<file path="src/rtl/cfu_pkg.sv">
package cfu_pkg;

    localparam int NUM_SRC  = 2;
    localparam int SRC_ADDR = 0;
    localparam int SRC_PROT = 1;

    localparam logic [1:0] CODE_ADDR = 2'b01;
    localparam logic [1:0] CODE_PROT = 2'b10;

    // Byte offsets of the unit's own registers (software depends on these)
    localparam int unsigned OFF_RAW    = 'hE0;
    localparam int unsigned OFF_ENSTAT = 'hE4;
    localparam int unsigned OFF_ENSET  = 'hE8;
    localparam int unsigned OFF_ENCLR  = 'hEC;
    localparam int unsigned OFF_EOI    = 'hF0;
    localparam int unsigned OFF_FADDR  = 'hF4;
    localparam int unsigned OFF_FSTAT  = 'hF8;

    typedef enum logic [2:0] {
        REG_NONE,
        REG_RAW,
        REG_ENSTAT,
        REG_ENSET,
        REG_ENCLR,
        REG_EOI,
        REG_FADDR,
        REG_FSTAT
    } own_reg_e;

    typedef struct packed {
        logic     addr_err;
        logic     prot_err;
        logic     ok;
        own_reg_e reg_id;
    } acc_class_t;

    // Packed so that code lands in [1:0], write in 2, privilege in 3
    typedef struct packed {
        logic       priv;
        logic       wr;
        logic [1:0] code;
    } fault_attr_t;

endpackage

</file>
<file path="src/rtl/cfu_decode.sv">
module cfu_decode
    import cfu_pkg::*;
#(
    parameter int          ADDR_W        = 9,
    parameter int          LOW_WORDS     = 16,
    parameter logic [15:0] LOW_MAP_MASK  = 16'hF3FD,
    parameter logic [15:0] LOW_PRIV_MASK = 16'hF3C0
) (
    input  logic              sel,
    input  logic              priv,
    input  logic [ADDR_W-1:0] addr,
    output acc_class_t        cls
);

    localparam int WORD_W    = ADDR_W - 2;
    localparam int LOW_IDX_W = $clog2(LOW_WORDS);

    logic [WORD_W-1:0]    word;
    logic [LOW_IDX_W-1:0] low_idx;
    logic                 aligned;
    logic                 in_low;
    logic [LOW_WORDS-1:0] map_vec;
    logic [LOW_WORDS-1:0] priv_vec;
    own_reg_e             own_id;
    logic                 mapped;
    logic                 restricted;

    // One map and one privilege bit per low-window word
    for (genvar w = 0; w < LOW_WORDS; w++) begin : g_low
        assign map_vec[w]  = LOW_MAP_MASK[w];
        assign priv_vec[w] = LOW_PRIV_MASK[w] & LOW_MAP_MASK[w];
    end

    assign word    = addr[ADDR_W-1:2];
    assign low_idx = word[LOW_IDX_W-1:0];
    assign aligned = (addr[1:0] == 2'b00);
    assign in_low  = (word < WORD_W'(LOW_WORDS));

    always_comb begin
        case (addr)
            ADDR_W'(OFF_RAW):    own_id = REG_RAW;
            ADDR_W'(OFF_ENSTAT): own_id = REG_ENSTAT;
            ADDR_W'(OFF_ENSET):  own_id = REG_ENSET;
            ADDR_W'(OFF_ENCLR):  own_id = REG_ENCLR;
            ADDR_W'(OFF_EOI):    own_id = REG_EOI;
            ADDR_W'(OFF_FADDR):  own_id = REG_FADDR;
            ADDR_W'(OFF_FSTAT):  own_id = REG_FSTAT;
            default:             own_id = REG_NONE;
        endcase
    end

    always_comb begin
        mapped     = 1'b0;
        restricted = 1'b0;
        if (aligned) begin
            if (own_id != REG_NONE) begin
                mapped     = 1'b1;
                restricted = (own_id != REG_FSTAT);
            end else if (in_low) begin
                mapped     = map_vec[low_idx];
                restricted = priv_vec[low_idx];
            end
        end
    end

    always_comb begin
        cls.addr_err = sel && !mapped;
        cls.prot_err = sel && mapped && restricted && !priv;
        cls.ok       = sel && mapped && !(restricted && !priv);
        cls.reg_id   = cls.ok ? own_id : REG_NONE;
    end

endmodule

</file>
<file path="src/rtl/cfu_irq_ctrl.sv">
module cfu_irq_ctrl
    import cfu_pkg::*;
#(
    parameter int N_SRC = NUM_SRC
) (
    input  logic             clk,
    input  logic             rst_n,
    input  logic [N_SRC-1:0] hw_set,
    input  logic [N_SRC-1:0] sw_set,
    input  logic [N_SRC-1:0] sw_clr,
    input  logic [N_SRC-1:0] en_set,
    input  logic [N_SRC-1:0] en_clr,
    input  logic             eoi,
    output logic [N_SRC-1:0] raw,
    output logic [N_SRC-1:0] en,
    output logic             pulse
);

    typedef struct packed {
        logic [N_SRC-1:0] raw;
        logic [N_SRC-1:0] en;
        logic             armed;
        logic             pulse;
    } irq_state_t;

    irq_state_t       st_d, st_q;
    logic [N_SRC-1:0] raw_next;
    logic             pending;
    logic             fire;

    // Per source: a hardware event outranks a software clear
    for (genvar i = 0; i < N_SRC; i++) begin : g_src
        assign raw_next[i] = hw_set[i] | sw_set[i] | (st_q.raw[i] & ~sw_clr[i]);
    end

    always_comb begin
        st_d     = st_q;
        pending  = |(st_q.raw & st_q.en);
        fire     = st_q.armed && pending;
        st_d.raw = raw_next;
        st_d.en  = (st_q.en | en_set) & ~en_clr;
        st_d.pulse = fire;
        if (fire) begin
            st_d.armed = 1'b0;
        end else if (eoi) begin
            st_d.armed = 1'b1;
        end
    end

    always_ff @(posedge clk or negedge rst_n) begin
        if (!rst_n) begin
            st_q <= '{raw: '0, en: '0, armed: 1'b1, pulse: 1'b0};
        end else begin
            st_q <= st_d;
        end
    end

    assign raw   = st_q.raw;
    assign en    = st_q.en;
    assign pulse = st_q.pulse;

endmodule

</file>
<file path="src/rtl/cfu_fault_capture.sv">
module cfu_fault_capture
    import cfu_pkg::*;
#(
    parameter int ADDR_W = 9,
    parameter int N_SRC  = NUM_SRC
) (
    input  logic              clk,
    input  logic              rst_n,
    input  logic              addr_err,
    input  logic              prot_err,
    input  logic [ADDR_W-1:0] addr,
    input  logic              we,
    input  logic              priv,
    input  logic [N_SRC-1:0]  raw,
    output logic [ADDR_W-1:0] fault_addr,
    output fault_attr_t       fault_attr
);

    typedef struct packed {
        logic [ADDR_W-1:0] addr;
        fault_attr_t       attr;
    } cap_state_t;

    cap_state_t cap_d, cap_q;
    logic       capture;

    always_comb begin
        cap_d   = cap_q;
        capture = (addr_err || prot_err) && (raw == '0);
        if (capture) begin
            cap_d.addr      = addr;
            cap_d.attr.code = addr_err ? CODE_ADDR : CODE_PROT;
            cap_d.attr.wr   = we;
            cap_d.attr.priv = priv;
        end
    end

    always_ff @(posedge clk or negedge rst_n) begin
        if (!rst_n) begin
            cap_q <= '0;
        end else begin
            cap_q <= cap_d;
        end
    end

    assign fault_addr = cap_q.addr;
    assign fault_attr = cap_q.attr;

endmodule

</file>
<file path="src/rtl/cfg_fault_irq_unit.sv">
module cfg_fault_irq_unit
    import cfu_pkg::*;
#(
    parameter int          ADDR_W        = 9,
    parameter int          DATA_W        = 32,
    parameter int          LOW_WORDS     = 16,
    parameter logic [15:0] LOW_MAP_MASK  = 16'hF3FD,
    parameter logic [15:0] LOW_PRIV_MASK = 16'hF3C0
) (
    input  logic              clk,
    input  logic              rst_n,
    input  logic              bus_sel,
    input  logic              bus_we,
    input  logic              bus_priv,
    input  logic [ADDR_W-1:0] bus_addr,
    input  logic [DATA_W-1:0] bus_wdata,
    output logic [DATA_W-1:0] bus_rdata,
    input  logic              ext_err_irq,
    output logic              err_irq
);

    acc_class_t         cls;
    logic               addr_err_w;
    logic               prot_err_w;
    logic               wr_ok;
    logic               rd_ok;
    logic [NUM_SRC-1:0] wbits;
    logic [NUM_SRC-1:0] hw_set;
    logic [NUM_SRC-1:0] sw_set;
    logic [NUM_SRC-1:0] sw_clr;
    logic [NUM_SRC-1:0] en_set;
    logic [NUM_SRC-1:0] en_clr;
    logic               eoi;
    logic [NUM_SRC-1:0] raw_stat;
    logic [NUM_SRC-1:0] en_mask;
    logic               unit_pulse;
    logic [ADDR_W-1:0]  fault_addr;
    fault_attr_t        fault_attr;

    cfu_decode #(
        .ADDR_W        (ADDR_W),
        .LOW_WORDS     (LOW_WORDS),
        .LOW_MAP_MASK  (LOW_MAP_MASK),
        .LOW_PRIV_MASK (LOW_PRIV_MASK)
    ) u_decode (
        .sel  (bus_sel),
        .priv (bus_priv),
        .addr (bus_addr),
        .cls  (cls)
    );

    assign addr_err_w = cls.addr_err;
    assign prot_err_w = cls.prot_err;
    assign wr_ok      = cls.ok && bus_we;
    assign rd_ok      = cls.ok && !bus_we;
    assign wbits      = bus_wdata[NUM_SRC-1:0];

    always_comb begin
        hw_set           = '0;
        hw_set[SRC_ADDR] = addr_err_w;
        hw_set[SRC_PROT] = prot_err_w;
        sw_set = (wr_ok && cls.reg_id == REG_RAW)    ? wbits : '0;
        sw_clr = (wr_ok && cls.reg_id == REG_ENSTAT) ? wbits : '0;
        en_set = (wr_ok && cls.reg_id == REG_ENSET)  ? wbits : '0;
        en_clr = (wr_ok && cls.reg_id == REG_ENCLR)  ? wbits : '0;
        eoi    = wr_ok && (cls.reg_id == REG_EOI) && (bus_wdata == '0);
    end

    cfu_irq_ctrl #(
        .N_SRC (NUM_SRC)
    ) u_irq (
        .clk    (clk),
        .rst_n  (rst_n),
        .hw_set (hw_set),
        .sw_set (sw_set),
        .sw_clr (sw_clr),
        .en_set (en_set),
        .en_clr (en_clr),
        .eoi    (eoi),
        .raw    (raw_stat),
        .en     (en_mask),
        .pulse  (unit_pulse)
    );

    cfu_fault_capture #(
        .ADDR_W (ADDR_W),
        .N_SRC  (NUM_SRC)
    ) u_capture (
        .clk        (clk),
        .rst_n      (rst_n),
        .addr_err   (addr_err_w),
        .prot_err   (prot_err_w),
        .addr       (bus_addr),
        .we         (bus_we),
        .priv       (bus_priv),
        .raw        (raw_stat),
        .fault_addr (fault_addr),
        .fault_attr (fault_attr)
    );

    always_comb begin
        bus_rdata = '0;
        if (rd_ok) begin
            case (cls.reg_id)
                REG_RAW:    bus_rdata = DATA_W'(raw_stat);
                REG_ENSTAT: bus_rdata = DATA_W'(raw_stat & en_mask);
                REG_ENSET:  bus_rdata = DATA_W'(en_mask);
                REG_ENCLR:  bus_rdata = DATA_W'(en_mask);
                REG_FADDR:  bus_rdata = DATA_W'(fault_addr);
                REG_FSTAT:  bus_rdata = DATA_W'(fault_attr);
                default:    bus_rdata = '0;
            endcase
        end
    end

    assign err_irq = unit_pulse | ext_err_irq;

endmodule

</file>
<file path="config.mk">
export PLATFORM = sky130hd
export DESIGN_NAME = cfg_fault_irq_unit
export DESIGN_NICKNAME = d
export VERILOG_FILES = /design/src/rtl/cfu_pkg.sv /design/src/rtl/cfu_decode.sv /design/src/rtl/cfu_irq_ctrl.sv /design/src/rtl/cfu_fault_capture.sv /design/src/rtl/cfg_fault_irq_unit.sv
export SDC_FILE = /design/constraint.sdc
export NUM_CORES = 1
export LEC_CHECK = 0
export BUFFER_PORTS_ARGS = -buffer_cell sky130_fd_sc_hd__buf_2
export CAP_MARGIN = 25
export CELL_PAD_IN_SITES_DETAIL_PLACEMENT = 1
export CELL_PAD_IN_SITES_GLOBAL_PLACEMENT = 1
export CORE_MARGIN = 8
export CORE_UTILIZATION = 28
export DETAILED_ROUTE_END_ITERATION = 12
export GPL_ROUTABILITY_DRIVEN = 0
export HOLD_SLACK_MARGIN = 0.05
export PLACE_DENSITY = 0.84
export SYNTH_ARGS = -nofsm -noshare
export SYNTH_HDL_FRONTEND = slang
export SYNTH_SLANG_ARGS = --single-unit
</file>
<file path="constraint.sdc">
create_clock -name clk -period 2.5 [get_ports clk]
set_clock_uncertainty 0.15 [all_clocks]
set_input_delay 0.625 -clock clk [delete_from_list [all_inputs] [get_ports clk]]
set_output_delay 0.625 -clock clk [all_outputs]
set_load 0.05 [all_outputs]
</file>
== Yosys cells after proc, flatten, opt, wreduce, memory -nomap -nowiden ==
Memories as Yosys holds them, arrays and structs flattened.
Index checks and enable logic that the tools add are counted.

* Order comparisons: 2
* Reduce and logical (&&, ||, !) cells: 28
* Bitwise logic cells: 14
* Equal/unequal tests: 15
* Mux-type cells: 19

{| class="wikitable"
|+ Operators with widths
! kind !! count
|-
| 9-bit by 8-bit equality test with 1-bit output, second input constant || 7
|-
| 9-bit one-hot mux with 5 select lines || 1
|-
| 32-bit zero test || 1
|-
| 3-bit one-hot mux with 7 select lines || 1
|-
| 1-bit logical AND || 16
|-
| 3-bit equality test, second input constant || 4
|-
| 1-bit two-way mux || 10
|-
| 2-bit two-way mux || 5
|-
| 9-bit two-way mux || 1
|-
| 7-bit by 5-bit < comparator with 1-bit output, second input constant || 1
|-
| 2-bit AND || 3
|-
| 3-bit by 2-bit equality test with 1-bit output, second input constant || 2
|-
| 4-bit by 5-bit < comparator with 1-bit output, second input constant || 1
|-
| 1-bit OR || 5
|-
| 1-bit zero test || 4
|-
| 2-bit zero test || 2
|-
| 2-bit OR reduction || 2
|-
| 3-bit by 1-bit equality test with 1-bit output, second input constant || 1
|-
| 3-bit two-way mux || 1
|-
| 3-bit != test, second input constant || 1
|-
| 3-bit nonzero test || 1
|-
| 1-bit AND || 2
|-
| 1-bit inverter || 2
|-
| 2-bit inverter || 1
|-
| 3 further kinds || 3
|}

* Memories: 2
* Register bits: 19
* ROM bits: 32
* Input bits: 47
* Logic and storage cells: 88
* Output and inout bits: 33

{| class="wikitable"
|+ Memories
! name !! depth !! bits a word !! rd ports !! clocked after Yosys merged registers in !! wr ports !! line !! text
|-
| (no name shown) || 16 || 1 || 1 || 0 || 0 || cfu_decode.sv:60 || <nowiki>mapped = map_vec[low_idx];</nowiki>
|-
| (no name shown) || 16 || 1 || 1 || 0 || 0 || cfu_decode.sv:61 || <nowiki>restricted = priv_vec[low_idx];</nowiki>
|}

== Logic depth before layout (Yosys ltp) ==
Gate-level depths: netlist of run 1.

* Word-level depth: 15
* Mapped depth: 7
* Mapped depth without buffers: 5

== Modules after synthesis ==
Synthesis of run 1 repeated with hierarchy kept, for this count alone.

* Cell total of the unflattened synthesis: 164
* Area, all modules: 1535.2 µm²

{| class="wikitable"
|+ Modules (own cells, without submodules)
! module !! sequential area each (µm²) !! cells an instance !! area an instance (µm²) !! times used
|-
| cfg_fault_irq_unit || 0.0 || 85 || 555.5 || 1
|-
| cfu_fault_capture || 325.3 || 31 || 555.5 || 1
|-
| cfu_irq_ctrl || 151.4 || 23 || 255.2 || 1
|-
| cfu_decode || 0.0 || 25 || 168.9 || 1
|}

== Worst setup path before layout of run 1 ==
No wires, ideal clock.

* Kind: in2out
* From: input port bus_addr[8]
* To: output port bus_rdata[2]
* Data arrival time: 2.536 ns
* Setup slack: -0.811 ns
* Required time: 1.725 ns
* Cell stages on the path: 5
* Buffers on the path: 0
* Cell sequence: or3_4 > or2_0 > or3_1 > nor4_1 > nor2b_1

* Word-level cells in the longest chain between the ends: 13
* Elaborated cells on any way between the ends: 32
* Classes of those cells: order compare: 1; eq/ne: 14; mux: 10; reduce/logical: 7

{| class="wikitable"
|+ RTL lines
! item !! line !! text
|-
| start: declaration || cfg_fault_irq_unit.sv:15 || <nowiki>input logic [ADDR_W-1:0] bus_addr,</nowiki>
|-
| 9-bit by 8-bit equality test with 1-bit output || cfu_decode.sv:40 || <nowiki>case (addr)</nowiki>
|-
| 3-bit one-hot mux with 7 select lines || cfu_decode.sv:40 ||
|-
| 3-bit != test or 3-bit nonzero test (tied branches) || cfu_decode.sv:58, cfu_decode.sv:56 ||
|-
| 1-bit two-way mux || cfu_decode.sv:56 || <nowiki>if (own_id != REG_NONE) begin</nowiki>
|-
| 1-bit two-way mux || cfu_decode.sv:55 || <nowiki>if (aligned) begin</nowiki>
|-
| 1-bit logical AND || cfu_decode.sv:69 || <nowiki>cls.ok = sel && mapped && !(restricted && !priv);</nowiki>
|-
| 1-bit zero test || cfu_decode.sv:69 ||
|-
| 1-bit logical AND || cfu_decode.sv:69 ||
|-
| 3-bit two-way mux || cfu_decode.sv:70 || <nowiki>cls.reg_id = cls.ok ? own_id : REG_NONE;</nowiki>
|-
| 3-bit by 2-bit equality test with 1-bit output or 3-bit equality test (tied branches) || cfg_fault_irq_unit.sv:104 || <nowiki>case (cls.reg_id)</nowiki>
|-
| 2-bit OR reduction (no line) || -- ||
|-
| 9-bit one-hot mux with 5 select lines || cfg_fault_irq_unit.sv:104 ||
|-
| 9-bit two-way mux (*) || cfg_fault_irq_unit.sv:103 || <nowiki>if (rd_ok) begin</nowiki>
|-
| end: declaration || cfg_fault_irq_unit.sv:17 || <nowiki>output logic [DATA_W-1:0] bus_rdata,</nowiki>
|}

Mark *: on every way between the ends. The rest lies on a longest branch, timed or not.

== Worst setup path after layout of run 1 ==
* From: input port bus_addr[0]
* To: output port bus_rdata[7]

Same word-level chain as after synthesis.

==> results of run 1 <==
flip-flops by register name (all words and copies together) (netlist names):
register,flops
u_capture.fault_addr,9
u_irq.pulse,1
u_irq.en,2
u_capture.fault_attr,4
u_irq.st_q,1
u_irq.raw,2
worst paths after layout:
check,start,end,slack (ns),cells past startpoint
max reg2reg,u_irq.raw[1]$_DFF_PN0_,u_capture.fault_attr[3]$_DFFE_PN0P_,0.70,5
max,bus_addr[0],bus_rdata[7],-0.54,6
min reg2reg,u_capture.fault_attr[0]$_DFFE_PN0P_,u_capture.fault_attr[0]$_DFFE_PN0P_,0.34,1
min,rst_n,u_capture.fault_addr[6]$_DFFE_PN0P_,0.16,1
max in group asynchronous,rst_n,u_irq.st_q[1]$_DFFE_PN1P_,1.70,1
min in group clk,u_capture.fault_attr[0]$_DFFE_PN0P_,u_capture.fault_attr[0]$_DFFE_PN0P_,0.34,1
cell usage after synthesis, types with 3 or more instances:
| master | count | area (µm²) |
|---|---|---|
| nor2_1 | 5 | 18.77 |
| o21ai_0 | 4 | 20.02 |
| a22oi_1 | 3 | 22.52 |
| and2_1 | 3 | 18.77 |
| a22o_1 | 7 | 61.31 |
| nor3_1 | 6 | 30.03 |
| and4_1 | 6 | 52.55 |
| inv_1 | 5 | 18.77 |
| nand4_1 | 7 | 43.79 |
| nand3_1 | 3 | 15.01 |
| buf_4 | 23 | 172.7 |
| nand2_1 | 3 | 11.26 |
| mux2_1 | 4 | 45.04 |
| nor4_1 | 8 | 50.05 |
| mux2_2 | 3 | 33.78 |
| nor2b_1 | 6 | 37.54 |
| or3_1 | 3 | 18.77 |
| dfrtp_1 | 18 | 450.4 |
cells in the final DEF, fill, tap and decap left out, types with 4 or more instances in the layout:
cell type,n
buf_2,41
buf_4,38
conb_1,23
dfrtp_1,18
buf_8,9
a22o_1,7
nand4_1,7
nor4_1,7
inv_1,5
and4_4,5
nor3_1,5
buf_6,5
nor2_1,4
o21ai_0,4
mux2_1,4
final cells by class:
type / instances / area (µm²) / share of cell area, %
clock buffers: 4 / 45.04 / 1.981
multi-input cells: 123 / 963.4 / 42.38
repair buffers: 93 / 681.9 / 29.99
well taps: 70 / 87.58 / 3.853
flip-flops and latches: 19 / 476.7 / 20.97
inverters: 5 / 18.77 / 0.8255
power by group:
part / switching [mW] / leakage (nW) / internal [mW]
Clock: 0.111 / 0.0228 / 0.114
Sequential: 0.0165 / 0.225 / 0.337
Combinational: 0.172 / 0.801 / 0.108
Total: 0.299 / 1.05 / 0.559
per-stage QoR:
stage	setup WS [ns]	instances	hold WS (ns)	TNS (ns)
floorplan	-0.4198	175	0.1794	-2.609
global placement	-0.7042	308	0.3117	-6.324
detailed placement	-0.7476	308	0.3249	-7.083
CTS	-0.5701	312	0.1669	-4.926
global route	-0.6100	314	0.1838	-5.203
finish	-0.5405	314	0.1596	-4.650
layer usage:
| metal | global-route usage (%) | wire length, µm | part of all wire, % |
|---|---|---|---|
| met5 | 0 | 0 | 0 |
| met4 | 3.594 | 68 | 1.2 |
| met3 | 4.057 | 252 | 4.6 |
| met2 | 27.90 | 3130 | 57 |
| met1 | 14.87 | 2013 | 37 |
cell families after synthesis:
group	count (synthesis)	synth area share, %
AOI/OAI and AO/OA	26	13.50
xor gates and xnor gates	2	1.236
buffers and inverters	33	15.53
DFF	19	33.63
muxes	9	6.972
other	1	0.2645
and+or+nand+nor	63	28.86
worst max-delay path: stages:
cell and delay (ns):
buf_6 0.09, or3_4 0.40, or3_4 0.41, nor3_4 0.30, and4_4 0.30, buf_8 0.14
repair_timing:
item	CTS	global route
pin swaps	11	13
buffers inserted	0	2
hold endpoints to repair	0	0
gates resized for setup	33	22
endpoints found under the setup margin	9	9
hold buffers	0	0
==> results.sh, run 1 <==
export IMPL_postSynthCellCount=153
export IMPL_area_growth_pct=60.37
export IMPL_final_cell_area_mm2=0.002273
export IMPL_clk_latency_ns=0.26
export IMPL_overflow=0
export IMPL_fmax_mhz=328.9
export IMPL_hpwlAfterDp_um=4304
export IMPL_status="finished with violations"
export IMPL_grt_pass1_wl_um=8562
export IMPL_synthFlopType="dfrtp_1"
export IMPL_wirelength_um=5464
export IMPL_maxCapViolCount=0
export IMPL_critical_path_peak_fanout=7
export IMPL_drc=0
export IMPL_cts_tree="done"
export IMPL_coreArea_mm2=0.005010
export IMPL_n_fill_cell=624
export IMPL_finalPower_mw=0.8581
export IMPL_cp_arrival_ns=2.27
export IMPL_slew_viol_final=0
export IMPL_ys_warnings_count=0
export IMPL_ys_seq_elements=19
export IMPL_drive_above_1_share_pct=52.46
export IMPL_antenna_left=0
export IMPL_grt_pass1_vias=1732
export IMPL_vias=1485
export IMPL_place_port_buffers=56
export IMPL_drt_iter0_drc=47
export IMPL_cp_start_kind="input port"
export IMPL_synthArstFlopShare_pct=100.0
export IMPL_die_h_um=87.16
export IMPL_grt_antenna_before_repair=0
export IMPL_max_vdd_ir_drop_v=0.0002140
export IMPL_netlist_area_mm2=0.001418
export IMPL_die_w_um=87.16
export IMPL_violations="setup timing"
export IMPL_grt_max_degree=20
export IMPL_finalHoldViolCount=0
export IMPL_hold_path_class="input port to asynchronous set/reset pin"
export IMPL_crit_required_ns=1.73
export IMPL_cts_made_buffers=3
export IMPL_power_leakage_nw=1.049
export IMPL_antennaDiodeCount=0
export IMPL_initial_core_util_pct=28.30
export IMPL_setup_slack_ns=-0.5405
export IMPL_syn_area_per_cell_um2=9.265
export IMPL_first_pass_iters=4
export IMPL_cts_root_buf="clkbuf_8"
export IMPL_finalCritPeriodShare_pct=121.6
export IMPL_grtUsageTotal_pct=14.50
export IMPL_setup_viol=9
export IMPL_critPathKind="input port to output port"
export IMPL_fp_row_count=26
export IMPL_yosysSeqAreaShare_pct=33.63
export IMPL_cts_max_level=1
export IMPL_synth_edf_count=0
export IMPL_nets=292
export IMPL_routed_via_density=4.729
export IMPL_clk_path_buf_depth=2
export IMPL_synth_distinct_cells=45
export IMPL_wl_per_cell_um=17.40
export IMPL_clock_sinks=19
export IMPL_critPathCaptureType="output port"
export IMPL_fin_util_pct=45.38
export IMPL_dpl_cell_area_mm2=0.001996
export IMPL_io_pins=80
export IMPL_rsz0062_at_grt="yes"
export IMPL_cts_clk_slew_worst_paths_ns=0.07
export IMPL_dieArea_mm2=0.007596
export IMPL_p_per_area_mw_per_mm2=377.4
export IMPL_min_period_ns=3.041
(Power assumes the default switching activity.)
==> inputs of run 2 (changes only) <==
PLACE_DENSITY = 0.8   (was 0.84)
==> run 2 against run 1 <==
  * The run still ends with setup timing left
  * Clock power is 2% lower
  * Global-route usage is 0.40 points lower
  * Critical path type unchanged
  * Critical path depth is 1 higher
  * Non-clock buffer count stayed put
  * Critical endpoint is now bus_rdata[3]
  * Sequential share of layout area is 0.40 points higher
  * Flip-flop and latch count stayed put
  * Maximum frequency is 1.3% higher
  * First-iteration DRC count is 30% lower
==> results.sh, run 2 (synthesized netlist as in run 1, its figures left out) <==
export IMPL_cp_start_kind="input port"
export IMPL_p_switching_mw=0.2911
export IMPL_maxCapViolCount=0
export IMPL_antennaDiodeCount=0
export IMPL_n_fill_cell=629
export IMPL_critical_path_peak_fanout=3
export IMPL_hpwlAfterDp_um=4169
export IMPL_final_common_cell="buf_2"
export IMPL_fin_util_pct=44.53
export IMPL_regArea_um2=476.7
export IMPL_vias=1514
export IMPL_post_place_ws_ns=-0.7116
export IMPL_pwr_share_comb_pct=31.7
export IMPL_setup_slack_ns=-0.5020
export IMPL_cp_arrival_ns=2.23
export IMPL_max_vdd_ir_drop_v=0.0001635
export IMPL_die_h_um=87.16
export IMPL_coreArea_mm2=0.005010
export IMPL_slew_viol_final=0
export IMPL_area_growth_pct=57.37
export IMPL_r2r_cells=5
export IMPL_cts_root_buf="clkbuf_8"
export IMPL_grt_max_degree=20
export IMPL_hold_path_class="input port to asynchronous set/reset pin"
export IMPL_cts_max_level=1
export IMPL_critPathCaptureType="output port"
export IMPL_nets=292
export IMPL_setup_viol=9
export IMPL_clk_path_buf_depth=2
export IMPL_dieArea_mm2=0.007596
export IMPL_finalHoldViolCount=0
export IMPL_rsz0062_at_grt="yes"
export IMPL_largest_register_ffs=9
export IMPL_power_leakage_nw=1.045
export IMPL_io_pins=80
export IMPL_swShare_pct=34.57
export IMPL_final_cell_area_mm2=0.002231
export IMPL_fp_row_count=26
export IMPL_drt_iter0_drc=33
export IMPL_drc=0
export IMPL_postCtsHoldBufs=0
export IMPL_die_w_um=87.16
export IMPL_grtUsageTotal_pct=14.10
export IMPL_reg2reg_from="u_irq.st_q[1]$_DFFE_PN1P_"
export IMPL_violations="setup timing"
export IMPL_path_cells="buf_6 -> or3_4 -> or2_1 -> or3_4 -> nor4_4 -> nor2b_4 -> buf_8"
export IMPL_crit_buf_inv=2
export IMPL_overflow=0
export IMPL_final_cell_mix="buf_2 (45), buf_4 (35), conb_1 (23)"
export IMPL_routed_via_density=4.822
export IMPL_cpMostUsedCell="or3_4"
export IMPL_wl_per_cell_um=16.75
export IMPL_wirelength_um=5258
export IMPL_clk_latency_ns=0.26
export IMPL_cts_clk_slew_worst_paths_ns=0.07
export IMPL_fmax_mhz=333.1
export IMPL_first_pass_iters=4
export IMPL_crit_required_ns=1.73
export IMPL_multi_input_area_um2=920.9
export IMPL_min_period_ns=3.002
export IMPL_clock_sinks=19
export IMPL_intPower_mw=0.5508
export IMPL_drive_above_1_share_pct=51.23
export IMPL_dpl_cell_area_mm2=0.002001
export IMPL_power_frac_clock_pct=26.1
export IMPL_place_port_buffers=56
export IMPL_r2r_setup_slack_ns=0.71
export IMPL_grt_antenna_before_repair=0
export IMPL_critPathMaxStageDelay_ns=0.39
export IMPL_cts_tree="done"
export IMPL_regToRegEndpoint="u_irq.st_q[1]$_DFFE_PN1P_"
export IMPL_status="finished with violations"
export IMPL_cts_made_buffers=3
export IMPL_grt_pass1_vias=1750
export IMPL_grt_pass1_wl_um=8507
export IMPL_critPathKind="input port to output port"
export IMPL_finalCritPeriodShare_pct=120.1
export IMPL_finalPower_mw=0.8419
export IMPL_antenna_left=0
export IMPL_slowest_stage="or3_4"
export IMPL_initial_core_util_pct=28.30
export IMPL_p_seq_share_pct=42.1
export IMPL_p_per_area_mw_per_mm2=377.4
export IMPL_worst_path_dominant_cell_family="simple AND/OR/NAND/NOR gates"
## run 2: changes by cell type in the layout (fill, tap and decap cells not counted), moves of 2 or more
cell    change
buf_6       -4
buf_2       +4
buf_4       -3
buf_12      +2
## run 2: how the worst max path moves through the flow
stage,from,to,slack [ns],depth (start not counted)
global placement,bus_addr[8],bus_rdata[3],-0.69,7
detailed placement,bus_addr[8],bus_rdata[2],-0.71,7
floorplan,bus_addr[8],bus_rdata[2],-0.42,5
finish,bus_addr[1],bus_rdata[3],-0.50,7
CTS,bus_addr[1],bus_rdata[7],-0.51,7
global route,bus_addr[1],bus_rdata[3],-0.59,7
## run 2: layout make-up
cell class	instances	share of cell area, %
multi-input cells	123	41.28
repair buffers	93	30.57
flip-flops and latches	19	21.37
well taps	70	3.926
clock buffers	4	2.019
inverters	5	0.8413
## run 2: worst register-to-register path, delay by kind of cell, from the launching register on
kind / cells / cell delay, ns
simple gates: 4 / 1.03
compound gates: 1 / 0.17
flops: 1 / 0.38
## run 2: what timing repair did
action,4_1_cts,5_1_grt
endpoints found under the setup margin,9,9
cloned,0,0
gates resized for setup,32,7
setup buffers,1,2
pin swaps,10,5
## run 2: power groups by stage
stage	sequential, mW	combinational (mW)	clock (mW)
2_1_floorplan	0.355	0.178	0
3_3_place_gp	0.359	0.246	0
3_5_place_dp	0.361	0.254	0
4_1_cts	0.355	0.259	0.223
5_1_grt	0.358	0.287	0.231
6_report	0.355	0.267	0.220
## run 2: routing by layer
| layer | wire length [µm] | vias up | global-route usage (%) | share of wire [%] |
|---|---|---|---|---|
| met5 | 0 | - | 0 | 0 |
| met2 | 2855 | 46 | 26.16 | 54 |
| met1 | 2100 | 743 | 15.79 | 40 |
| li1 | - | 713 | - | - |
| met4 | 140 | 0 | 6.875 | 2.7 |
| met3 | 163 | 12 | 0.9434 | 3.1 |
## run 2: through the flow
stage               cells  hold WS (ns)  setup TNS (ns)
finish                314        0.1544          -4.017
global route          314        0.1895          -4.518
CTS                   312        0.1687          -4.460
detailed placement    307        0.3176          -6.248
global placement      307        0.3100          -5.625
floorplan             175        0.1794          -2.609
